### config.mk
export PLATFORM = sky130hd
export DESIGN_NAME = pagedram_ctrl
export DESIGN_NICKNAME = d
export VERILOG_FILES = /design/src/rtl/pagedram_pkg.sv /design/src/rtl/pdc_cycle_timer.sv /design/src/rtl/pdc_refresh_sched.sv /design/src/rtl/pagedram_ctrl.sv
export SDC_FILE = /design/constraint.sdc
export NUM_CORES = 1
export LEC_CHECK = 0
export ABC_AREA = 1
export BUFFER_PORTS_ARGS = -buffer_cell sky130_fd_sc_hd__buf_2
export CORE_AREA = 5 5 115 90
export CTS_CLUSTER_SIZE = 28
export DETAILED_ROUTE_END_ITERATION = 10
export DIE_AREA = 0 0 120 95
export PLACE_DENSITY = 0.91
export SYNTH_ARGS = -nofsm -noshare
export SYNTH_HDL_FRONTEND = slang
export SYNTH_HIERARCHICAL = 1
export SYNTH_SLANG_ARGS = --single-unit
export TNS_END_PERCENT = 10
### constraint.sdc
create_clock -name clk -period 5.52 [get_ports clk]
set_input_delay 0.552 -clock clk [delete_from_list [all_inputs] [get_ports clk]]
set_output_delay 0.552 -clock clk [all_outputs]
set_load 0.05 [all_outputs]
### src/rtl/pagedram_pkg.sv
package pagedram_pkg;

    typedef enum logic [2:0] {
        ST_IDLE,
        ST_PRECH,
        ST_ROW,
        ST_CAS,
        ST_CAS_HI,
        ST_REF_RAS,
        ST_REF_PRE
    } pdc_state_e;

endpackage

### src/rtl/pdc_cycle_timer.sv
module pdc_cycle_timer #(
    parameter int W = 3
) (
    input  logic         clk,
    input  logic         rst_n,
    input  logic         load,
    input  logic [W-1:0] load_val,
    output logic         expired
);
    logic [W-1:0] cnt_d, cnt_q;

    always_comb begin
        cnt_d = cnt_q;
        if (load)
            cnt_d = load_val;
        else if (cnt_q != '0)
            cnt_d = cnt_q - 1'b1;
    end

    always_ff @(posedge clk or negedge rst_n) begin
        if (!rst_n) cnt_q <= '0;
        else        cnt_q <= cnt_d;
    end

    assign expired = (cnt_q == '0);
endmodule

### src/rtl/pdc_refresh_sched.sv
module pdc_refresh_sched #(
    parameter int INTERVAL = 300,
    parameter int ROW_W    = 9
) (
    input  logic             clk,
    input  logic             rst_n,
    input  logic             ack,
    output logic             due,
    output logic [ROW_W-1:0] row
);
    localparam int CW = (INTERVAL > 1) ? $clog2(INTERVAL) : 1;

    typedef struct packed {
        logic [CW-1:0]    cnt;
        logic             due;
        logic [ROW_W-1:0] row;
    } ref_t;

    ref_t d, q;
    logic tick;

    always_comb begin
        d    = q;
        tick = (q.cnt == CW'(INTERVAL - 1));
        d.cnt = tick ? '0 : q.cnt + 1'b1;
        if (ack) begin
            d.due = 1'b0;
            d.row = q.row + 1'b1;
        end
        if (tick)
            d.due = 1'b1;
    end

    always_ff @(posedge clk or negedge rst_n) begin
        if (!rst_n) q <= '0;
        else        q <= d;
    end

    assign due = q.due;
    assign row = q.row;
endmodule

### src/rtl/pagedram_ctrl.sv
module pagedram_ctrl
    import pagedram_pkg::*;
#(
    parameter int ROW_W        = 9,
    parameter int COL_W        = 9,
    parameter int DATA_W       = 8,
    parameter int T_RCD        = 3,
    parameter int T_CAS        = 2,
    parameter int T_RP         = 3,
    parameter int T_RAS        = 4,
    parameter int REF_INTERVAL = 300,
    localparam int ADDR_W      = ROW_W + COL_W,
    localparam int MUX_W       = (ROW_W > COL_W) ? ROW_W : COL_W
) (
    input  logic              clk,
    input  logic              rst_n,
    input  logic              req_valid,
    output logic              req_ready,
    input  logic              req_write,
    input  logic [ADDR_W-1:0] req_addr,
    input  logic [DATA_W-1:0] req_wdata,
    output logic              rsp_valid,
    output logic [DATA_W-1:0] rsp_rdata,
    output logic              dram_ras_n,
    output logic              dram_cas_n,
    output logic              dram_we_n,
    output logic              dram_oe_n,
    output logic [MUX_W-1:0]  dram_addr,
    output logic [DATA_W-1:0] dram_dq_out,
    output logic              dram_dq_oe,
    input  logic [DATA_W-1:0] dram_dq_in
);
    localparam int T_MAX1 = (T_RCD > T_CAS) ? T_RCD : T_CAS;
    localparam int T_MAX2 = (T_RP > T_RAS) ? T_RP : T_RAS;
    localparam int T_MAX  = (T_MAX1 > T_MAX2) ? T_MAX1 : T_MAX2;
    localparam int TW     = $clog2(T_MAX + 1);

    typedef struct packed {
        pdc_state_e        st;
        logic              for_ref;
        logic              open;
        logic [ROW_W-1:0]  open_row;
        logic              wr;
        logic [ROW_W-1:0]  row;
        logic [COL_W-1:0]  col;
        logic [DATA_W-1:0] wdata;
        logic              ras_n;
        logic              cas_n;
        logic              we_n;
        logic              oe_n;
        logic [MUX_W-1:0]  addr;
        logic [DATA_W-1:0] dq_out;
        logic              dq_oe;
        logic              rsp_valid;
        logic [DATA_W-1:0] rdata;
    } ctrl_t;

    ctrl_t d, q;

    logic             tmr_load;
    logic [TW-1:0]    tmr_val;
    logic             tmr_done;
    logic             ref_due;
    logic             ref_ack;
    logic [ROW_W-1:0] ref_row;
    logic [ROW_W-1:0] req_row;
    logic [COL_W-1:0] req_col;
    logic             row_hit;

    assign req_row = req_addr[ADDR_W-1 -: ROW_W];
    assign req_col = req_addr[COL_W-1:0];
    assign row_hit = q.open && (q.open_row == req_row);

    pdc_cycle_timer #(.W(TW)) u_timer (
        .clk      (clk),
        .rst_n    (rst_n),
        .load     (tmr_load),
        .load_val (tmr_val),
        .expired  (tmr_done)
    );

    pdc_refresh_sched #(.INTERVAL(REF_INTERVAL), .ROW_W(ROW_W)) u_refresh (
        .clk   (clk),
        .rst_n (rst_n),
        .ack   (ref_ack),
        .due   (ref_due),
        .row   (ref_row)
    );

    always_comb begin
        d           = q;
        d.rsp_valid = 1'b0;
        tmr_load    = 1'b0;
        tmr_val     = '0;
        ref_ack     = 1'b0;
        unique case (q.st)
            ST_IDLE: begin
                if (ref_due) begin
                    if (q.open) begin
                        d.st      = ST_PRECH;
                        d.for_ref = 1'b1;
                        d.ras_n   = 1'b1;
                        d.open    = 1'b0;
                        tmr_load  = 1'b1;
                        tmr_val   = TW'(T_RP - 1);
                    end else begin
                        d.st     = ST_REF_RAS;
                        d.ras_n  = 1'b0;
                        d.addr   = MUX_W'(ref_row);
                        ref_ack  = 1'b1;
                        tmr_load = 1'b1;
                        tmr_val  = TW'(T_RAS - 1);
                    end
                end else if (req_valid) begin
                    d.wr    = req_write;
                    d.row   = req_row;
                    d.col   = req_col;
                    d.wdata = req_wdata;
                    if (row_hit) begin
                        d.st     = ST_CAS;
                        d.addr   = MUX_W'(req_col);
                        d.cas_n  = 1'b0;
                        d.we_n   = !req_write;
                        d.oe_n   = req_write;
                        d.dq_oe  = req_write;
                        d.dq_out = req_wdata;
                        tmr_load = 1'b1;
                        tmr_val  = TW'(T_CAS - 1);
                    end else if (q.open) begin
                        d.st      = ST_PRECH;
                        d.for_ref = 1'b0;
                        d.ras_n   = 1'b1;
                        d.open    = 1'b0;
                        tmr_load  = 1'b1;
                        tmr_val   = TW'(T_RP - 1);
                    end else begin
                        d.st       = ST_ROW;
                        d.ras_n    = 1'b0;
                        d.addr     = MUX_W'(req_row);
                        d.open     = 1'b1;
                        d.open_row = req_row;
                        tmr_load   = 1'b1;
                        tmr_val    = TW'(T_RCD - 1);
                    end
                end
            end
            ST_PRECH: begin
                if (tmr_done) begin
                    if (q.for_ref) begin
                        d.st     = ST_REF_RAS;
                        d.ras_n  = 1'b0;
                        d.addr   = MUX_W'(ref_row);
                        ref_ack  = 1'b1;
                        tmr_load = 1'b1;
                        tmr_val  = TW'(T_RAS - 1);
                    end else begin
                        d.st       = ST_ROW;
                        d.ras_n    = 1'b0;
                        d.addr     = MUX_W'(q.row);
                        d.open     = 1'b1;
                        d.open_row = q.row;
                        tmr_load   = 1'b1;
                        tmr_val    = TW'(T_RCD - 1);
                    end
                end
            end
            ST_ROW: begin
                if (tmr_done) begin
                    d.st     = ST_CAS;
                    d.addr   = MUX_W'(q.col);
                    d.cas_n  = 1'b0;
                    d.we_n   = !q.wr;
                    d.oe_n   = q.wr;
                    d.dq_oe  = q.wr;
                    d.dq_out = q.wdata;
                    tmr_load = 1'b1;
                    tmr_val  = TW'(T_CAS - 1);
                end
            end
            ST_CAS: begin
                if (tmr_done) begin
                    d.st    = ST_CAS_HI;
                    d.cas_n = 1'b1;
                    d.we_n  = 1'b1;
                    d.oe_n  = 1'b1;
                    d.dq_oe = 1'b0;
                    if (!q.wr) begin
                        d.rsp_valid = 1'b1;
                        d.rdata     = dram_dq_in;
                    end
                end
            end
            ST_CAS_HI: begin
                d.st = ST_IDLE;
            end
            ST_REF_RAS: begin
                if (tmr_done) begin
                    d.st     = ST_REF_PRE;
                    d.ras_n  = 1'b1;
                    tmr_load = 1'b1;
                    tmr_val  = TW'(T_RP - 1);
                end
            end
            ST_REF_PRE: begin
                if (tmr_done)
                    d.st = ST_IDLE;
            end
            default: d.st = ST_IDLE;
        endcase
    end

    always_ff @(posedge clk or negedge rst_n) begin
        if (!rst_n) begin
            q       <= '0;
            q.st    <= ST_IDLE;
            q.ras_n <= 1'b1;
            q.cas_n <= 1'b1;
            q.we_n  <= 1'b1;
            q.oe_n  <= 1'b1;
        end else begin
            q <= d;
        end
    end

    assign req_ready   = (q.st == ST_IDLE) && !ref_due;
    assign rsp_valid   = q.rsp_valid;
    assign rsp_rdata   = q.rdata;
    assign dram_ras_n  = q.ras_n;
    assign dram_cas_n  = q.cas_n;
    assign dram_we_n   = q.we_n;
    assign dram_oe_n   = q.oe_n;
    assign dram_addr   = q.addr;
    assign dram_dq_out = q.dq_out;
    assign dram_dq_oe  = q.dq_oe;
endmodule

---- Word-level counts from Yosys, hierarchy flattened ----
Cells that the tools add are included.
cells by class
  $add $sub $neg .......................... 3
  equal/unequal tests ..................... 24
  mux-type cells .......................... 67
  bitwise operators ....................... 2
  reduce and logical (&&, ||, !) cells .... 28
operators by type and width
  kind                                                           number
  9-bit 2-to-1 mux                                               11
  63-bit 2-to-1 mux                                              1
  3-bit 2-to-1 mux                                               14
  10-bit 2-to-1 mux                                              4
  36-bit 2-to-1 mux                                              1
  9-bit case mux with 3 select lines                             1
  2-bit != test, second input constant                           12
  21-bit 2-to-1 mux                                              1
  10-bit case mux with 2 select lines                            1
  5-bit AND reduction                                            4
  9-bit by 1-bit adder with 9-bit output, second input constant  2
  3-bit case mux with 6 select lines                             1
  6-bit AND reduction                                            3
  1-bit 2-to-1 mux                                               17
  8-bit case mux with 2 select lines                             1
  2-bit 2-to-1 mux                                               6
  3-bit case mux with 4 select lines                             1
  2-bit nonzero test                                             6
  3-bit nonzero test                                             4
  11-bit 2-to-1 mux                                              1
  9-bit equality test                                            1
  9-bit equality test, second input constant                     1
  3-bit case mux with 3 select lines                             1
  7-bit AND reduction                                            1
  other kinds (16)                                               28
word-level totals
  register bits after elaboration ......... 94
  input bits .............................. 38
  output and inout bits ................... 32
  word-level logic and storage cells ...... 145

---- Logic depth before layout (Yosys ltp) ----
Gate-level depths: netlist of the first run.
  word-level depth ........................ 7
  depth in mapped cells ................... 15
  depth with buffers taken out ............ 14

---- Modules after synthesis ----
Netlist of the first run, hierarchy kept.
modules (own cells, without submodules)
  module             instances  cells an instance  area an instance (sq um)  seq. area each (sq um)
  pagedram_ctrl      1          547                4058.9                    1806.7
  pdc_refresh_sched  1          111                997.2                     475.5
  pdc_cycle_timer    1          32                 207.7                     75.1

---- Worst setup path after synthesis of the first run ----
No wires, ideal clock.
  kind .................................... reg2reg
  from .................................... register q[71] (netlist name)
  to ...................................... register q[67] (netlist name)
  library setup time ...................... 0.083 ns
  data arrival time ....................... 2.107 ns
  data required time ...................... 5.437 ns
  setup slack ............................. 3.331 ns
  cell stages (with the launch flop) ...... 9
  path buffers ............................ 1
  cell sequence ........................... dfrtp_1 nor2_1 nand2_1 buf_4 nor2_1 inv_1 o21ai_0 nand2_1 o21ai_0
between the ends
  word-level cells in the longest chain between the ends .. 3
  elaborated cells on any way between the ends .. 9
RTL lines
  element                                                                              line                 text
  start, declared                                                                      pagedram_ctrl.sv:58  ctrl_t d, q;
  3-bit by 1-bit equality test with 1-bit output or 3-bit logical NOT (tied branches)  pagedram_ctrl.sv:96  unique case (q.st)
  2-bit != test (no source line) (tied with other cells)                               n/a
  5-bit AND reduction (no source line)                                                 n/a
Several ways; a longest one is shown, not always the timed one.
A chain may end at the register's enable or synchronous reset.

---- Worst setup path after layout of the first run ----
  from .................................... register q[59] (netlist name)
  to ...................................... register q, in the netlist dram_dq_out[7]
between the ends
  word-level cells in the longest chain between the ends .. 4
RTL lines
  element                               line                 text
  9-bit equality test                   pagedram_ctrl.sv:72  assign row_hit = q.open && (q.open_row == req_row);
  1-bit logical AND                     pagedram_ctrl.sv:72
  2-bit != test (no source line)        n/a
  5-bit AND reduction (no source line)  n/a
Every way passes these cells.

==> impl_metrics.prom, run 1 <==
# TYPE chip_impl_metric gauge
chip_impl_info{name="crit_end_element",value="flip-flop"} 1
chip_impl_metric{name="cts-htree-levels",unit=""} 3
chip_impl_metric{name="timing_max_transition_violations_final",unit=""} 0
chip_impl_info{name="hold_path.class",value="in -> async"} 1
chip_impl_metric{name="ctsResizeCount",unit=""} 0
chip_impl_metric{name="cts.hold.buffers_added",unit=""} 0
chip_impl_metric{name="worst-slew-pin-transition",unit="ns"} 0.927
chip_impl_metric{name="fin_skew",unit="ns"} 0.00767
chip_impl_metric{name="design.die.area",unit="um^2"} 11400
chip_impl_metric{name="fp.dieH",unit="um"} 95
chip_impl_metric{name="p_per_area",unit="nW/um^2"} 601
chip_impl_metric{name="fp.dieW",unit="um"} 120
chip_impl_metric{name="post-route-util",unit="%"} 61.1
chip_impl_metric{name="path_max_fanout",unit=""} 16
chip_impl_metric{name="grt_usage",unit="%"} 22.6
chip_impl_info{name="root_buffer",value="sky130_fd_sc_hd__clkbuf_16"} 1
chip_impl_info{name="setup_repair_after_global_routing_missed_its_margin",value="no"} 1
chip_impl_metric{name="cp.arrival",unit="ns"} 3.04
chip_impl_metric{name="numCtsBuffers",unit=""} 9
chip_impl_metric{name="finalNetCount",unit=""} 758
chip_impl_metric{name="layout-drive-gt1-share",unit="%"} 16.6
chip_impl_metric{name="grt_pass1_vias",unit=""} 4211
chip_impl_metric{name="dp_hpwl",unit="mm"} 8.99
chip_impl_info{name="cts_tree",value="built"} 1
chip_impl_metric{name="design.portCount",unit=""} 70
chip_impl_metric{name="initial_utilization",unit="%"} 56.8
chip_impl_metric{name="final_hold_viol_count",unit=""} 0
chip_impl_info{name="synthTopCellsByArea",value="sky130_fd_sc_hd__dfrtp_1 (43%), sky130_fd_sc_hd__nand2_1 (16%), sky130_fd_sc_hd__o21ai_0 (5.4%)"} 1
chip_impl_metric{name="fmax",unit="GHz"} 0.359
chip_impl_metric{name="maxCapViolCount",unit=""} 0
chip_impl_metric{name="maxSlewHeadroom",unit="%"} 38.2
chip_impl_metric{name="post_drt_wl_per_cell",unit="um"} 14.9
chip_impl_metric{name="share_of_async_settable_or_async_resettable_flops_after_synthesis",unit="%"} 100
chip_impl_metric{name="met3_usage",unit="%"} 5.63
chip_impl_metric{name="worst_hold_slack",unit="ns"} 0.0749
chip_impl_metric{name="avgViaCountPerCell",unit=""} 5.47
chip_impl_metric{name="drt_pass1_iterations",unit=""} 7
chip_impl_metric{name="synth_enable_flop_cells",unit=""} 0
chip_impl_metric{name="largest_net_degree_at_the_start_of_global_routing",unit=""} 74
chip_impl_metric{name="first_pass_grt_wire_length",unit="mm"} 20.5
chip_impl_info{name="status",value="finished clean"} 1
chip_impl_info{name="synth_top_area_cell",value="sky130_fd_sc_hd__dfrtp_1"} 1
chip_impl_metric{name="placed_cell_area",unit="um^2"} 5400
chip_impl_metric{name="yosysWarningCount",unit=""} 6
chip_impl_info{name="gr-max-usage-layer",value="met2"} 1
chip_impl_info{name="cpMaxStageDelayCell",value="sky130_fd_sc_hd__nor2_1"} 1
chip_impl_metric{name="cts_sinks",unit=""} 94
chip_impl_metric{name="via_count",unit=""} 4572
chip_impl_metric{name="synth_nets",unit=""} 732
chip_impl_info{name="critical_path.startpoint_type",value="flip-flop"} 1
chip_impl_info{name="timing.rr.start",value="q[59]$_DFFE_PN0P_"} 1
chip_impl_metric{name="wl",unit="mm"} 12.5
chip_impl_metric{name="dr.first_iter.drc_count",unit=""} 435
chip_impl_info{name="worstReg2RegEnd",value="dram_dq_out[7]$_DFFE_PN0P_"} 1
chip_impl_metric{name="leakagePower",unit="uW"} 0.00299
chip_impl_metric{name="fin_cells",unit=""} 836
chip_impl_metric{name="met1_track_demand_over_resource_in_global_routing",unit="%"} 29.2
chip_impl_metric{name="post_cts.repair.setup_buffers",unit=""} 0
chip_impl_metric{name="worstRegToRegCells",unit=""} 7
chip_impl_metric{name="areaGrowthSynthToFinish",unit="%"} 7.63
chip_impl_metric{name="totalNegativeSetupSlack",unit="ns"} 0
chip_impl_metric{name="row_count",unit=""} 31
chip_impl_metric{name="ff2ff_setup_slack",unit="ns"} 2.73
chip_impl_info{name="synth-main-ff-cell",value="sky130_fd_sc_hd__dfrtp_1"} 1
chip_impl_metric{name="syn_avg_cell_area",unit="um^2"} 7.63
chip_impl_metric{name="synth_largest_type_area_fraction",unit="%"} 42.8
chip_impl_metric{name="numPortBuffers",unit=""} 69
chip_impl_metric{name="globalRoute.totalOverflow",unit=""} 0
chip_impl_info{name="worst-setup-path-type",value="reg -> reg"} 1
chip_impl_metric{name="fin_crit_sh",unit="%"} 50.5
chip_impl_metric{name="clock_tree.buffer_depth",unit=""} 2
chip_impl_metric{name="synth-seq-area-share",unit="%"} 44.8
chip_impl_metric{name="syn_inst",unit=""} 690
chip_impl_metric{name="detail-route-antenna-nets",unit=""} 0
chip_impl_metric{name="timing.critical_path.required",unit="ns"} 5.78
chip_impl_info{name="cp_cell_sequence",value="xnor2_1 > nand3_1 > nor2_1 > nand3_1 > nand2_1 > nand3_2 > o21ai_0"} 1
chip_impl_metric{name="gr-usage-met2",unit="%"} 37.0
chip_impl_metric{name="min_period",unit="ns"} 2.79
chip_impl_info{name="critical-path-top-cell-by-count",value="sky130_fd_sc_hd__nand3_1"} 1
chip_impl_metric{name="number_of_antenna_violations_at_the_first_check_in_global_routing",unit=""} 0
chip_impl_metric{name="drt_drc_violations_left",unit=""} 0
chip_impl_metric{name="worst_skew_pair.late_latency",unit="ns"} 0.35
chip_impl_metric{name="synthDistinctLibCells",unit=""} 38
chip_impl_metric{name="antenna_cells_inserted",unit=""} 0
chip_impl_metric{name="core_area",unit="um^2"} 9270
chip_impl_metric{name="number_of_placed_instances_with_taps_included",unit=""} 820
chip_impl_metric{name="globalplace.congestion",unit=""} 0.890
chip_impl_metric{name="critical-path-max-stage-delay",unit="ns"} 0.69
chip_impl_metric{name="clk_transition_reported_paths",unit="ns"} 0.07
chip_impl_metric{name="netlist_area",unit="um^2"} 5260
chip_impl_metric{name="final_cell_area",unit="um^2"} 5670
chip_impl_metric{name="peakVddDrop",unit="mV"} 0.236
chip_impl_metric{name="ys_seq_elements",unit=""} 94
chip_impl_metric{name="finalSetupViolCount",unit=""} 0
## worst max-delay path: cells and delay by family (launching register included)
kind / cells / cell delay, ns
xor+xnor: 1 / 0.17
compound gates: 1 / 0.25
simple gates: 5 / 1.88
flops: 1 / 0.39
## placed cells by master, fill, tap and decap left out, drive strengths merged, types with 11 or more instances in the layout
| cell | count |
|---|---|
| clkbuf | 11 |
| buf | 70 |
| nor2 | 51 |
| nand2 | 228 |
| a21oi | 22 |
| dfrtp | 90 |
| nand4 | 16 |
| inv | 78 |
| nand3 | 32 |
| o21ai | 69 |
## state kept, by name (all words and copies together) (netlist names), 3 cells and up
signal         count
u_timer/cnt_q      3
u_refresh/q        9
dram_addr          9
dram_dq_out        8
q                 41
rsp_rdata          8
u_refresh/row      9
## per-stage QoR
stage,total power (uW),worst slack [ns]
2_1_floorplan,2570,3.33
3_3_place_gp,2740,2.61
3_5_place_dp,2810,2.49
4_1_cts,3400,2.79
5_1_grt,3650,2.44
6_report,3400,2.73
## power breakdown
part	switching, uW	leakage [uW]	total (uW)	internal (uW)
combinational	1230	0.00169	1690	458
sequential	183	0.00117	1140	961
clock	266	0.000130	573	307
## worst max-delay path by stage
stage / start / to / slack, ns
CTS: q[59]$_DFFE_PN0P_ / dram_dq_out[7]$_DFFE_PN0P_ / 2.79
global route: q[59]$_DFFE_PN0P_ / dram_dq_out[6]$_DFFE_PN0P_ / 2.44
global placement: req_addr[17] / dram_dq_out[5]$_DFFE_PN0P_ / 2.61
floorplan: q[71]$_DFFE_PN0P_ / q[67]$_DFFE_PN0P_ / 3.33
finish: q[59]$_DFFE_PN0P_ / dram_dq_out[7]$_DFFE_PN0P_ / 2.73
detailed placement: req_addr[17] / dram_dq_out[7]$_DFFE_PN0P_ / 2.49
## routing by layer
layer / vias to the layer above / part of all wire [%] / wire length (um)
li1: 2222 / - / -
met1: 2125 / 42 / 5240
met2: 202 / 47 / 5870
met3: 23 / 8.8 / 1100
met4: 0 / 2.2 / 272
met5: - / 0 / 0
## cells in the mapped netlist (6+ instances only)
cell type	n
sky130_fd_sc_hd__buf_2	7
sky130_fd_sc_hd__o21ai_0	57
sky130_fd_sc_hd__nor2_1	40
sky130_fd_sc_hd__xor2_1	6
sky130_fd_sc_hd__buf_4	36
sky130_fd_sc_hd__clkbuf_1	10
sky130_fd_sc_hd__inv_1	69
sky130_fd_sc_hd__o21ai_1	11
sky130_fd_sc_hd__nand4_1	16
sky130_fd_sc_hd__nand3_1	28
sky130_fd_sc_hd__dfrtp_1	90
sky130_fd_sc_hd__nand2_1	224
sky130_fd_sc_hd__a21oi_1	21
sky130_fd_sc_hd__o211ai_1	10
sky130_fd_sc_hd__inv_2	7
## logic make-up after synthesis
| kind of cell | synth area share, % |
|---|---|
| buffers and inverters | 12.4 |
| xor gates and xnor gates | 2.14 |
| muxes | 0.214 |
| AOI/OAI and AO/OA | 11.5 |
| other | 0.0712 |
| DFF | 44.8 |
| and+or+nand+nor | 27.9 |
| adders and majority gates | 0.951 |
## area by class of cell
cell class | instances | area [um^2]
clock buffer | 11 | 233
clock inverter | 5 | 35.0
fill | 789 | 3600
inverter | 77 | 289
multi-input combinational | 464 | 2250
sequential | 94 | 2360
tap | 115 | 144
timing repair buffer | 70 | 355
No activity file was read; power rests on OpenSTA's default activity.
==> inputs of run 2 (changes only) <==
--- a/config.mk
+++ b/config.mk
@@ -7,11 +7,11 @@
 export LEC_CHECK = 0
 export ABC_AREA = 1
 export BUFFER_PORTS_ARGS = -buffer_cell sky130_fd_sc_hd__buf_2
-export CORE_AREA = 5 5 115 90
+export CORE_AREA = 5 5 122 95
 export CTS_CLUSTER_SIZE = 28
 export DETAILED_ROUTE_END_ITERATION = 10
-export DIE_AREA = 0 0 120 95
-export PLACE_DENSITY = 0.91
+export DIE_AREA = 0 0 127 100
+export PLACE_DENSITY = 0.86
 export SYNTH_ARGS = -nofsm -noshare
 export SYNTH_HDL_FRONTEND = slang
 export SYNTH_HIERARCHICAL = 1
==> constraint.sdc (replaced) <==
create_clock -name clk -period 2.4 [get_ports clk]
set_input_delay 0.24 -clock clk [delete_from_list [all_inputs] [get_ports clk]]
set_output_delay 0.24 -clock clk [all_outputs]
set_load 0.05 [all_outputs]
==> run 2 against run 1 <==
  * Clock power increased by 140%
  * Utilization decreased by 4.0 points
  * Sequential share of layout area decreased by 1.1 points
  * Die area increased by 11%
  * Highest routed layer unchanged
  * Sequential cell count unchanged
  * Global-route usage decreased by 2.7 points
==> impl_metrics.prom, run 2 (synthesis results as in run 1) <==
# TYPE chip_impl_metric gauge
chip_impl_metric{name="critical_path_cell_count",unit=""} 8
chip_impl_metric{name="finalNetCount",unit=""} 769
chip_impl_metric{name="via_count",unit=""} 4547
chip_impl_metric{name="fmax",unit="GHz"} 0.475
chip_impl_metric{name="clock_tree.buffer_depth",unit=""} 2
chip_impl_info{name="worst-setup-path-type",value="reg -> reg"} 1
chip_impl_metric{name="fp.dieH",unit="um"} 100
chip_impl_metric{name="design.die.area",unit="um^2"} 12700
chip_impl_metric{name="register_area",unit="um^2"} 2360
chip_impl_metric{name="peakVddDrop",unit="mV"} 0.429
chip_impl_metric{name="worst-slew-pin-transition",unit="ns"} 0.745
chip_impl_info{name="cpMaxStageDelayCell",value="sky130_fd_sc_hd__dfrtp_1"} 1
chip_impl_metric{name="drt_drc_violations_left",unit=""} 0
chip_impl_metric{name="worst_skew_pair.late_latency",unit="ns"} 0.35
chip_impl_info{name="critical_path.startpoint_type",value="flip-flop"} 1
chip_impl_metric{name="leakagePower",unit="uW"} 0.00305
chip_impl_metric{name="finalPower",unit="uW"} 7900
chip_impl_metric{name="avgViaCountPerCell",unit=""} 5.24
chip_impl_metric{name="design.portCount",unit=""} 70
chip_impl_metric{name="cp.arrival",unit="ns"} 2.33
chip_impl_metric{name="min_period",unit="ns"} 2.11
chip_impl_metric{name="wl",unit="mm"} 12.2
chip_impl_metric{name="drt_pass1_iterations",unit=""} 5
chip_impl_metric{name="globalRoute.totalOverflow",unit=""} 0
chip_impl_info{name="final_common_cell",value="sky130_fd_sc_hd__nand2_1"} 1
chip_impl_info{name="commonest_non_fill_non_tap_cells_in_the_layout",value="sky130_fd_sc_hd__nand2_1 (224), sky130_fd_sc_hd__dfrtp_1 (90), sky130_fd_sc_hd__inv_1 (69)"} 1
chip_impl_info{name="status",value="finished clean"} 1
chip_impl_metric{name="row_count",unit=""} 32
chip_impl_metric{name="num-fill-cells",unit=""} 963
chip_impl_metric{name="p_per_area",unit="nW/um^2"} 1360
chip_impl_info{name="setup_repair_after_global_routing_missed_its_margin",value="no"} 1
chip_impl_info{name="worst_path_dominant_cell_family",value="flip-flops"} 1
chip_impl_metric{name="fin_crit_sh",unit="%"} 87.8
chip_impl_metric{name="numCtsBuffers",unit=""} 9
chip_impl_metric{name="timing.critical_path.required",unit="ns"} 2.62
chip_impl_info{name="top_register",value="q"} 1
chip_impl_info{name="root_buffer",value="sky130_fd_sc_hd__clkbuf_16"} 1
chip_impl_metric{name="post_drt_wl_per_cell",unit="um"} 14.0
chip_impl_metric{name="worstRegToRegCells",unit=""} 8
chip_impl_metric{name="min_path_cells",unit=""} 3
chip_impl_metric{name="multi_input_area",unit="um^2"} 2250
chip_impl_metric{name="cts.hold.buffers_added",unit=""} 1
chip_impl_metric{name="detail-route-antenna-nets",unit=""} 0
chip_impl_metric{name="fp.dieW",unit="um"} 127
chip_impl_metric{name="numPortBuffers",unit=""} 69
chip_impl_metric{name="post_cts.repair.setup_buffers",unit=""} 0
chip_impl_metric{name="grt_usage",unit="%"} 19.9
chip_impl_metric{name="final_hold_viol_count",unit=""} 0
chip_impl_metric{name="totalNegativeSetupSlack",unit="ns"} 0
chip_impl_metric{name="dp_worst_setup_slack",unit="ns"} 0.342
chip_impl_metric{name="final_cell_area",unit="um^2"} 5810
chip_impl_metric{name="areaGrowthSynthToFinish",unit="%"} 10.4
chip_impl_metric{name="timing_max_transition_violations_final",unit=""} 0
chip_impl_metric{name="globalplace.congestion",unit=""} 0.971
chip_impl_metric{name="initial_utilization",unit="%"} 51.8
chip_impl_metric{name="first_pass_grt_wire_length",unit="mm"} 20.5
chip_impl_metric{name="maxSlewHeadroom",unit="%"} 49.8
chip_impl_metric{name="dp_hpwl",unit="mm"} 8.68
chip_impl_metric{name="antenna_cells_inserted",unit=""} 0
chip_impl_metric{name="ctsResizeCount",unit=""} 0
chip_impl_metric{name="layout-drive-gt1-share",unit="%"} 18.0
chip_impl_metric{name="clk_transition_reported_paths",unit="ns"} 0.07
chip_impl_info{name="hold_path.class",value="in -> reg"} 1
chip_impl_metric{name="cts_sinks",unit=""} 94
chip_impl_metric{name="dr.first_iter.drc_count",unit=""} 526
chip_impl_metric{name="cts-htree-levels",unit=""} 3
chip_impl_metric{name="grt_pass1_vias",unit=""} 4198
chip_impl_metric{name="critical_path.n_buffers_inverters",unit=""} 2
chip_impl_metric{name="core_area",unit="um^2"} 10200
chip_impl_metric{name="placed_cell_area",unit="um^2"} 5510
chip_impl_metric{name="critical-path-max-stage-delay",unit="ns"} 0.68
chip_impl_metric{name="largest_net_degree_at_the_start_of_global_routing",unit=""} 95
chip_impl_metric{name="number_of_antenna_violations_at_the_first_check_in_global_routing",unit=""} 0
chip_impl_metric{name="fin_skew",unit="ns"} 0.00829
chip_impl_metric{name="postLayoutSetupSlackWorst",unit="ns"} 0.293
chip_impl_metric{name="largest_reg_flops",unit=""} 41
chip_impl_info{name="crit_end_element",value="flip-flop"} 1
chip_impl_metric{name="path_max_fanout",unit=""} 15
chip_impl_metric{name="post-route-util",unit="%"} 57.2
chip_impl_info{name="cp_cell_sequence",value="inv_1 > nor3_1 > o21bai_1 > buf_4 > nand3_2 > nor2_4 > nand2_2 > xnor2_2"} 1
chip_impl_metric{name="finalSetupViolCount",unit=""} 0
chip_impl_info{name="cts_tree",value="built"} 1
chip_impl_metric{name="maxCapViolCount",unit=""} 0
run 2: cell types whose count changed in the layout (fill, tap and decap cells not counted):
cell and change:
sky130_fd_sc_hd__buf_12 +1, sky130_fd_sc_hd__clkinvlp_4 +1, sky130_fd_sc_hd__clkbuf_1 -2, sky130_fd_sc_hd__clkbuf_8 +1, sky130_fd_sc_hd__clkinv_4 +1, sky130_fd_sc_hd__dlygate4sd3_1 +1, sky130_fd_sc_hd__buf_4 +9, sky130_fd_sc_hd__inv_8 +1
sky130_fd_sc_hd__clkinv_2 -2
run 2: per-layer routing:
layer	routed length, um	track usage (%)
met1	5340	28.7
met2	5280	29.8
met3	1350	5.21
met4	177	5.77
met5	0	0
run 2: worst paths after layout:
kind                                      startpoint                            to  slack (ns)
max reg2reg                u_refresh/due$_DFFE_PN0P_  u_refresh/row[6]$_DFFE_PN0P_        0.29
min                                    dram_dq_in[0]      rsp_rdata[0]$_DFFE_PN0P_        0.09
max in group asynchronous                      rst_n         dram_we_n$_DFFE_PN1P_        1.52
min in group asynchronous                      rst_n  u_refresh/row[5]$_DFFE_PN0P_        0.47
max                        u_refresh/due$_DFFE_PN0P_  u_refresh/row[6]$_DFFE_PN0P_        0.29
min reg2reg                 rsp_rdata[0]$_DFFE_PN0P_      rsp_rdata[0]$_DFFE_PN0P_        0.47
run 2: worst register-to-register path: cells and delay by family (launching register included):
family,cells,cell delay (ns)
DFF,1,0.68
and+or+nand+nor,4,0.65
buffers and inverters,2,0.36
AOI/OAI and AO/OA,1,0.16
xor gates and xnor gates,1,0.13
run 2: layout make-up:
cell class,count,share of cell area [%]
Clock inverter,6,0.904
Timing Repair Buffer,81,7.79
Multi-Input combinational cell,464,38.7
Clock buffer,10,4.11
Sequential cell,94,40.6
Tap cell,136,2.93
Inverter,77,4.97
run 2: report_power, final:
part	internal [uW]	switching, uW	total, uW	leakage (uW)
Sequential	2210	405	2610	0.00117
Clock	747	637	1380	0.000138
Combinational	1120	2790	3910	0.00174
Total	4070	3830	7900	0.00305
run 2: stage by stage:
| step | hold slack, ns | instances |
|---|---|---|
| after floorplan | -0.0556 | 690 |
| after CTS | 0.0756 | 868 |
| after global placement | 0.331 | 851 |
| after detailed placement | 0.330 | 851 |
| after global routing | 0.103 | 868 |
| final | 0.0886 | 868 |
